File: src/rtl/ea_pkg.sv
package ea_pkg;

  typedef enum logic [3:0] {
    EA_DREG    = 4'd0,
    EA_AREG    = 4'd1,
    EA_IND     = 4'd2,
    EA_POSTINC = 4'd3,
    EA_PREDEC  = 4'd4,
    EA_BDISP   = 4'd5,
    EA_BINDEX  = 4'd6,
    EA_ABS16   = 4'd7,
    EA_ABS32   = 4'd8,
    EA_PDISP   = 4'd9,
    EA_PINDEX  = 4'd10,
    EA_IMM     = 4'd11
  } ea_mode_e;

  typedef enum logic [1:0] {
    SZ_BYTE = 2'd0,
    SZ_WORD = 2'd1,
    SZ_LONG = 2'd2,
    SZ_RSVD = 2'd3
  } ea_size_e;

endpackage

File: src/rtl/ea_step_sel.sv
module ea_step_sel #(
  parameter int AW        = 32,
  parameter int RW        = 3,
  parameter int SP_NUM    = 7,
  parameter bit SP_ALIGN  = 1'b1
) (
  input  logic [1:0]    size,
  input  logic [RW-1:0] regnum,
  output logic [AW-1:0] step
);
  import ea_pkg::*;

  logic       is_sp;
  logic [2:0] raw_step;
  logic [2:0] adj_step;

  assign is_sp = (regnum == RW'(SP_NUM));

  always_comb begin
    case (ea_size_e'(size))
      SZ_BYTE: raw_step = 3'd1;
      SZ_WORD: raw_step = 3'd2;
      default: raw_step = 3'd4;
    endcase
  end

  // Byte moves through the stack pointer keep it on an even address.
  generate
    if (SP_ALIGN) begin : g_sp_align
      assign adj_step = (is_sp && raw_step == 3'd1) ? 3'd2 : raw_step;
    end else begin : g_no_align
      logic unused_sp;
      assign unused_sp = is_sp;
      assign adj_step  = raw_step;
    end
  endgenerate

  assign step = AW'(adj_step);
endmodule

File: src/rtl/ea_index_fmt.sv
module ea_index_fmt #(
  parameter int AW  = 32,
  parameter int HW  = 16
) (
  input  logic [AW-1:0] idx_val,
  input  logic          idx_long,
  input  logic [7:0]    disp8,
  output logic [AW-1:0] idx_term
);
  logic [AW-1:0] idx_ext;
  logic [AW-1:0] d8_ext;

  assign idx_ext  = idx_long ? idx_val
                             : {{(AW-HW){idx_val[HW-1]}}, idx_val[HW-1:0]};
  assign d8_ext   = {{(AW-8){disp8[7]}}, disp8};
  assign idx_term = idx_ext + d8_ext;
endmodule

File: src/rtl/ea_addr_core.sv
module ea_addr_core #(
  parameter int AW     = 32,
  parameter int RW     = 3,
  parameter int XW     = 16,
  parameter int SP_NUM = 7
) (
  input  logic [3:0]    mode,
  input  logic [RW-1:0] regnum,
  input  logic [1:0]    size,
  input  logic [XW-1:0] ext0,
  input  logic [XW-1:0] ext1,
  input  logic [AW-1:0] base,
  input  logic [AW-1:0] pc,
  input  logic [AW-1:0] idx_val,
  input  logic          idx_long,
  output logic [AW-1:0] addr,
  output logic          nonmem,
  output logic          wb_en,
  output logic [AW-1:0] wb_val
);
  import ea_pkg::*;

  localparam int SXW = AW - XW;

  logic [AW-1:0] step;
  logic [AW-1:0] idx_term;
  logic [AW-1:0] d16_ext;
  logic [AW-1:0] inc_val;
  logic [AW-1:0] dec_val;
  logic [AW-1:0] sel_base;
  logic          use_pc;

  ea_step_sel #(.AW(AW), .RW(RW), .SP_NUM(SP_NUM), .SP_ALIGN(1'b1)) u_step (
    .size   (size),
    .regnum (regnum),
    .step   (step)
  );

  ea_index_fmt #(.AW(AW), .HW(16)) u_idx (
    .idx_val  (idx_val),
    .idx_long (idx_long),
    .disp8    (ext0[7:0]),
    .idx_term (idx_term)
  );

  assign d16_ext  = {{SXW{ext0[XW-1]}}, ext0};
  assign inc_val  = base + step;
  assign dec_val  = base - step;
  assign use_pc   = (mode == EA_PDISP) || (mode == EA_PINDEX);
  assign sel_base = use_pc ? pc : base;

  always_comb begin
    addr   = '0;
    nonmem = 1'b0;
    wb_en  = 1'b0;
    wb_val = '0;
    case (mode)
      EA_IND:     addr = base;
      EA_POSTINC: begin
        addr   = base;
        wb_en  = 1'b1;
        wb_val = inc_val;
      end
      EA_PREDEC:  begin
        addr   = dec_val;
        wb_en  = 1'b1;
        wb_val = dec_val;
      end
      EA_BDISP,
      EA_PDISP:   addr = sel_base + d16_ext;
      EA_BINDEX,
      EA_PINDEX:  addr = sel_base + idx_term;
      EA_ABS16:   addr = d16_ext;
      EA_ABS32:   addr = {ext0, ext1};
      default:    nonmem = 1'b1;
    endcase
  end
endmodule

File: src/rtl/ea_gen_unit.sv
module ea_gen_unit #(
  parameter int AW     = 32,
  parameter int RW     = 3,
  parameter int XW     = 16,
  parameter int SP_NUM = 7
) (
  input  logic          clk,
  input  logic          rst_n,
  input  logic          req_valid,
  output logic          req_ready,
  input  logic [3:0]    req_mode,
  input  logic [RW-1:0] req_reg,
  input  logic [1:0]    req_size,
  input  logic [XW-1:0] req_ext0,
  input  logic [XW-1:0] req_ext1,
  input  logic [AW-1:0] req_base,
  input  logic [AW-1:0] req_pc,
  input  logic [AW-1:0] req_idx_val,
  input  logic          req_idx_long,
  output logic          res_valid,
  input  logic          res_ready,
  output logic [AW-1:0] res_addr,
  output logic          res_nonmem,
  output logic          res_wb_en,
  output logic [RW-1:0] res_wb_reg,
  output logic [AW-1:0] res_wb_val
);
  logic [AW-1:0] c_addr;
  logic          c_nonmem;
  logic          c_wb_en;
  logic [AW-1:0] c_wb_val;
  logic          take;

  ea_addr_core #(.AW(AW), .RW(RW), .XW(XW), .SP_NUM(SP_NUM)) u_core (
    .mode     (req_mode),
    .regnum   (req_reg),
    .size     (req_size),
    .ext0     (req_ext0),
    .ext1     (req_ext1),
    .base     (req_base),
    .pc       (req_pc),
    .idx_val  (req_idx_val),
    .idx_long (req_idx_long),
    .addr     (c_addr),
    .nonmem   (c_nonmem),
    .wb_en    (c_wb_en),
    .wb_val   (c_wb_val)
  );

  assign req_ready = !res_valid || res_ready;
  assign take      = req_valid && req_ready;

  always_ff @(posedge clk or negedge rst_n) begin
    if (!rst_n) begin
      res_valid  <= 1'b0;
      res_addr   <= '0;
      res_nonmem <= 1'b0;
      res_wb_en  <= 1'b0;
      res_wb_reg <= '0;
      res_wb_val <= '0;
    end else if (take) begin
      res_valid  <= 1'b1;
      res_addr   <= c_addr;
      res_nonmem <= c_nonmem;
      res_wb_en  <= c_wb_en;
      res_wb_reg <= req_reg;
      res_wb_val <= c_wb_val;
    end else if (res_ready) begin
      res_valid  <= 1'b0;
    end
  end
endmodule

File: config.mk
export PLATFORM = sky130hd
export DESIGN_NAME = ea_gen_unit
export DESIGN_NICKNAME = d
export VERILOG_FILES = /design/src/rtl/ea_pkg.sv /design/src/rtl/ea_step_sel.sv /design/src/rtl/ea_index_fmt.sv /design/src/rtl/ea_addr_core.sv /design/src/rtl/ea_gen_unit.sv
export SDC_FILE = /design/constraint.sdc
export NUM_CORES = 1
export LEC_CHECK = 0
export CAP_MARGIN = 25
export CORE_MARGIN = 5
export CORE_UTILIZATION = 57
export DETAILED_ROUTE_END_ITERATION = 7
export HOLD_SLACK_MARGIN = 0.05
export PLACE_DENSITY_LB_ADDON = 0.08
export SYNTH_ARGS = -nofsm -noshare
export SYNTH_HDL_FRONTEND = slang
export SYNTH_SLANG_ARGS = --single-unit
File: constraint.sdc
create_clock -name clk -period 2.31 [get_ports clk]
set_input_delay 0.462 -clock clk [delete_from_list [all_inputs] [get_ports clk]]
set_output_delay 0.462 -clock clk [all_outputs]
set_load 0.03 [all_outputs]
==> flow_summary.ini, run 1 <==
[logic_synthesis]
yosys_register_bits = 70
area_share_of_fa_ha_maj_cells_after_synthesis = 0.161
synth_sequential_area_ratio = 0.183
synthCells = 1214
ys_top_cells_by_area = sky130_fd_sc_hd__dfrtp_1 18%, sky130_fd_sc_hd__ha_1 8.8%, sky130_fd_sc_hd__fa_1 7.3%, sky130_fd_sc_hd__nand2_1 6.6%, sky130_fd_sc_hd__xnor2_1 5.4%
synth-xor-area-share = 0.0953
post_synth_num_cell_types = 74
synth_compound_gate_area_share = 0.275
syn-num-nets = 1458
synth_async_sr_flop_share = 1.00
synth_area_leader_cell = sky130_fd_sc_hd__dfrtp_1
synth_edf_count = 0
combinational_family_with_the_most_area_after_synthesis = compound AO/OA/AOI/OAI gates
synth-main-ff-cell = sky130_fd_sc_hd__dfrtp_1
synth_simple_gate_area_share = 0.201
share_of_yosys_cell_area_claimed_by_the_top_area_cell_type = 0.183
synthesis.yosys.warnings = 0
mappedNetlistArea_um2 = 9550
share_of_synthesized_area_spent_on_multiplexers = 0.0394
syn_area_per_cell_um2 = 7.86

[place]
place.detailed.hpwl_mm = 36.9
placed_cells_incl_taps = 1937
numPortBuffers = 212
place_congestion = 1.12

[clocking]
clock_sink_count = 70
cts_buffers = 9
clk_root_buffer_cell = sky130_fd_sc_hd__clkbuf_16
clk_path_buf_depth = 2
cts_htree_levels = 3
cts_hold_buf = 0
post-cts-setup-buffers = 51
cts.repair.resized = 288

[floorplan]
io_pins = 213
dieHeight_um = 139
initial_utilization = 0.578
chipWidth_um = 139
placement_rows = 47

[status]
failed_stage = 4_1_cts
status = aborted with a tool error
firstError = [ERROR DPL-0033] detailed placement checks failed during check placement.
cells in the mapped netlist (all sizes together) (4+ instances only):
cell and number:
nand2 170, a222oi 8, nor2 81, o311ai 4, a31oi 25, or4 8
inv 25, nand4 15, o221ai 9, a211oi 14, o211ai 19, buf 15
mux2i 5, nor3 25, o21ai 84, dfrtp 70, o21bai 9, a221oi 35
a311oi 5, a21o 37, nor4 5, nand2b 20, o21a 15, xor2 43
or3 7, and3 15, nor2b 7, xnor2 60, fa 35, ha 67
a21oi 90, nor3b 4, a22oi 8, a221o 4, mux2 29, nand3 29
and2 10, clkbuf 68
per-stage QoR:
| step | hold WS, ns | TNS, ns | area (um2) | worst slack (ns) |
|---|---|---|---|---|
| 2_1_floorplan | 0.166 | -41.41 | 10000 | -1.68 |
| 3_3_place_gp | 0.453 | -86.48 | 14900 | -2.39 |
| 3_5_place_dp | 0.468 | -94.03 | 14900 | -2.61 |
logic make-up after synthesis:
family                   count (synthesis)
AO/OA/AOI/OAI                          394
XOR/XNOR                               103
adder cells (fa/ha/maj)                102
buffers and inverters                  108
flip-flops                              70
multiplexers                            34
AND/OR/NAND/NOR                        403
==> run 2, diff against run 1 <==
CORE_UTILIZATION = 40   (was 57)
HOLD_SLACK_MARGIN = default   (was 0.05)
PLACE_DENSITY_LB_ADDON = 0.15   (was 0.08)
==> run 2 against run 1 <==
Effect of this change:
- the flow now finishes, with violations (design-rule violations, negative setup slack)
- synthesized area stayed put
- synthesized cell count did not move
==> flow_summary.ini, run 2 <==
[detailed_routing]
ant_nets = 0
1st_pass_router_iterations = 8
drc = 1
routed_wl_mm = 48.0
route.detailed.vias_per_inst = 5.86
dr.first_iter.drc_count = 1282
route.vias.total = 12500
met3_length_mm = 4.56
wl_met1_mm = 19.7
top_layer_used = met4
avgRoutedWirePerCell_um = 22.4
total_length_of_routed_met2_wires_mm = 21.8

[clocking]
clock_latency_ns = 0.36
clk_root_buffer_cell = sky130_fd_sc_hd__clkbuf_16
tritoncts = yes
cts_htree_levels = 3
clock_sink_count = 70
cts_buffers = 9
worst_setup_hold_path_clk_slew_ns = 0.07
clk_path_buf_depth = 2

[grt]
antenna_violations_before_repair = 0
first_global_vias = 11900
grt_max_degree = 42
grt_first_pass_wirelength_mm = 68.1
grt.total_usage = 0.329
grt.overflow.total = 0

[floorplan]
placement_rows = 56
initial_utilization = 0.407
dieHeight_um = 164
chipWidth_um = 164
design.core.area_um2 = 23500
area_of_the_die_um2 = 27100
io_pins = 213

[finish]
diodes = 0
layout.cells.most_common = sky130_fd_sc_hd__buf_4
fillers = 1657
multi_input_area_um2 = 9160
final_nets = 2059
syn2layout_area_growth_pct = 84.7
final_cells = 2139
mostFrequentLayoutCells = 390 x sky130_fd_sc_hd__buf_4, 182 x sky130_fd_sc_hd__clkdlybuf4s50_1, 157 x sky130_fd_sc_hd__nand2_1
final_layout_size_suffix_gt1_frac = 0.431
regArea_um2 = 1750

[power_and_ir_drop]
pwr-share-comb = 0.679
power.internal_mw = 5.43
seq_power_share = 0.158
clock_power_share = 0.163
cellPowerDensity_nw_per_um2 = 533
leakagePower_nw = 7.69
power.switching_mw = 3.96
power_switching_share = 0.422
ir_worst_vdd_v = 0.000407

[setup_path]
cp.arrival_ns = 4.27
reg2reg_to = res_addr[27]
worst-setup-path-type = input pin to flip-flop
ff2ff_path_depth = 6
timing.critical_path.fanout_max = 5
critical_path.endpoint_type = flip-flop
cp.required_ns = 2.58
critPathLaunchType = input pin
reg2reg_setup_slack_ns = 0.44
timing.rr.start = res_valid

[logic_synthesis]
synthesis.yosys.warnings = 0
ys_top_cells_by_area = sky130_fd_sc_hd__dfrtp_1 18%, sky130_fd_sc_hd__ha_1 8.8%, sky130_fd_sc_hd__fa_1 7.3%, sky130_fd_sc_hd__nand2_1 6.6%, sky130_fd_sc_hd__xnor2_1 5.4%
mappedNetlistArea_um2 = 9550
post_synth_most_frequent_cells = 168 x sky130_fd_sc_hd__nand2_1, 90 x sky130_fd_sc_hd__a21oi_1, 80 x sky130_fd_sc_hd__nor2_1, 80 x sky130_fd_sc_hd__o21ai_0, 70 x sky130_fd_sc_hd__dfrtp_1
synth_area_leader_cell = sky130_fd_sc_hd__dfrtp_1
syn_area_per_cell_um2 = 7.86
synth_sequential_area_ratio = 0.183
post_synth_num_cell_types = 74
synth_async_sr_flop_share = 1.00
yosys_register_bits = 70
syn-num-nets = 1458
synth_edf_count = 0
share_of_yosys_cell_area_claimed_by_the_top_area_cell_type = 0.183
synth-main-ff-cell = sky130_fd_sc_hd__dfrtp_1
synthCells = 1214
synth_most_common_cell = sky130_fd_sc_hd__nand2_1

[timing]
finalHoldViolations = 0
tightest_slew_ns = 0.499
slew_violations = 0
post-route-period-util = 1.73
fin_worst_hold_slack_ns = 0.0494
finalSetupViolCount = 56
timing.max_slew.rel_slack = 0.667
fmax_mhz = 250
finalWorstPathRequiredPeriod_ns = 4.00
post-route-worst-setup-slack_ns = -1.69
setup_tns_ns = -44.61
finalClockSkew_ns = 0.0150
setup_repair_after_global_routing_missed_its_margin = true

[status]
status = finished with violations
violations = design-rule violations, negative setup slack

[place]
place.detailed.hpwl_mm = 36.7
numPortBuffers = 212
place_worst_setup_slack_ns = -2.47
place_congestion = 1.04
placed_cells_incl_taps = 2061

[job]
maxCapViolations = 0

[min_path]
worstHoldPathType = input pin to asynchronous set/reset pin
## run 2: repair_timing
item,in CTS,in global routing
buffers inserted,46,44
gates cloned,1,0
pin swaps,118,136
hold buffers,0,0
gates resized for setup,284,141
endpoints found under the setup margin,62,57
## run 2: power groups by stage
stage          Sequential, mW  Combinational, mW  Clock [mW]
2_1_floorplan            1.80               2.35           0
3_3_place_gp             1.51               4.97           0
3_5_place_dp             1.51               5.04           0
4_1_cts                  1.49               5.60        1.52
5_1_grt                  1.50               6.72        1.58
6_report                 1.49               6.38        1.53
## run 2: how the worst max path moves through the flow
stage | start | end | slack (ns) | cells after the start
floorplan | req_mode[0] | res_addr[31] | -1.68 | 15
global placement | req_mode[0] | res_addr[28] | -2.31 | 18
finish | req_mode[1] | res_addr[28] | -1.69 | 18
detailed placement | req_mode[0] | res_addr[26] | -2.47 | 19
CTS | req_mode[0] | res_addr[28] | -1.60 | 18
global route | req_mode[1] | res_addr[28] | -1.78 | 18
## run 2: kinds of logic (layout without fill, tap and decap cells)
logic type / after synthesis / count (layout) / share of synthesized area
AND/OR/NAND/NOR: 403 / 403 / 0.201
multiplexers: 34 / 34 / 0.0394
buffers and inverters: 108 / 714 / 0.0446
AO/OA/AOI/OAI: 394 / 394 / 0.275
flip-flops: 70 / 70 / 0.183
XOR/XNOR: 103 / 103 / 0.0953
adder cells (fa/ha/maj): 102 / 102 / 0.161
## run 2: worst max-delay path, stage by stage
cell	delay (ns)
sky130_fd_sc_hd__buf_8	0.10
sky130_fd_sc_hd__nand2b_4	0.14
sky130_fd_sc_hd__a21oi_4	0.20
sky130_fd_sc_hd__buf_12	0.17
sky130_fd_sc_hd__mux2_4	0.32
sky130_fd_sc_hd__fa_1	0.51
sky130_fd_sc_hd__ha_4	0.29
sky130_fd_sc_hd__o211ai_1	0.11
sky130_fd_sc_hd__o211ai_1	0.32
sky130_fd_sc_hd__a311oi_2	0.15
sky130_fd_sc_hd__buf_4	0.19
sky130_fd_sc_hd__a2111oi_4	0.28
sky130_fd_sc_hd__buf_4	0.20
sky130_fd_sc_hd__o21ai_4	0.07
sky130_fd_sc_hd__a31oi_1	0.19
sky130_fd_sc_hd__xor2_1	0.30
sky130_fd_sc_hd__a211oi_2	0.11
sky130_fd_sc_hd__a22oi_1	0.14
## run 2: cell type report
type | count | area share
inverters | 25 | 0.00532
repair buffers | 673 | 0.336
multi-input cells | 1036 | 0.519
flip-flops and latches | 70 | 0.0994
well taps | 319 | 0.0226
clock inverters | 6 | 0.00397
clock buffers | 10 | 0.0136
## run 2: metrics by stage
step / power (mW) / util / cell area [um2]
after CTS: 8.61 / 0.713 / 16700
after global placement: 6.48 / 0.650 / 15300
final: 9.39 / 0.751 / 17600
after global routing: 9.80 / 0.751 / 17600
after detailed placement: 6.55 / 0.650 / 15300
after floorplan: 4.15 / - / 10000
## run 2: metal layers
layer / vias to the layer above / track usage
li1: 5659 / -
met1: 6048 / 0.452
met2: 701 / 0.519
met3: 127 / 0.0552
met4: 0 / 0.124
met5: - / 0
(Power assumes the default switching activity.)
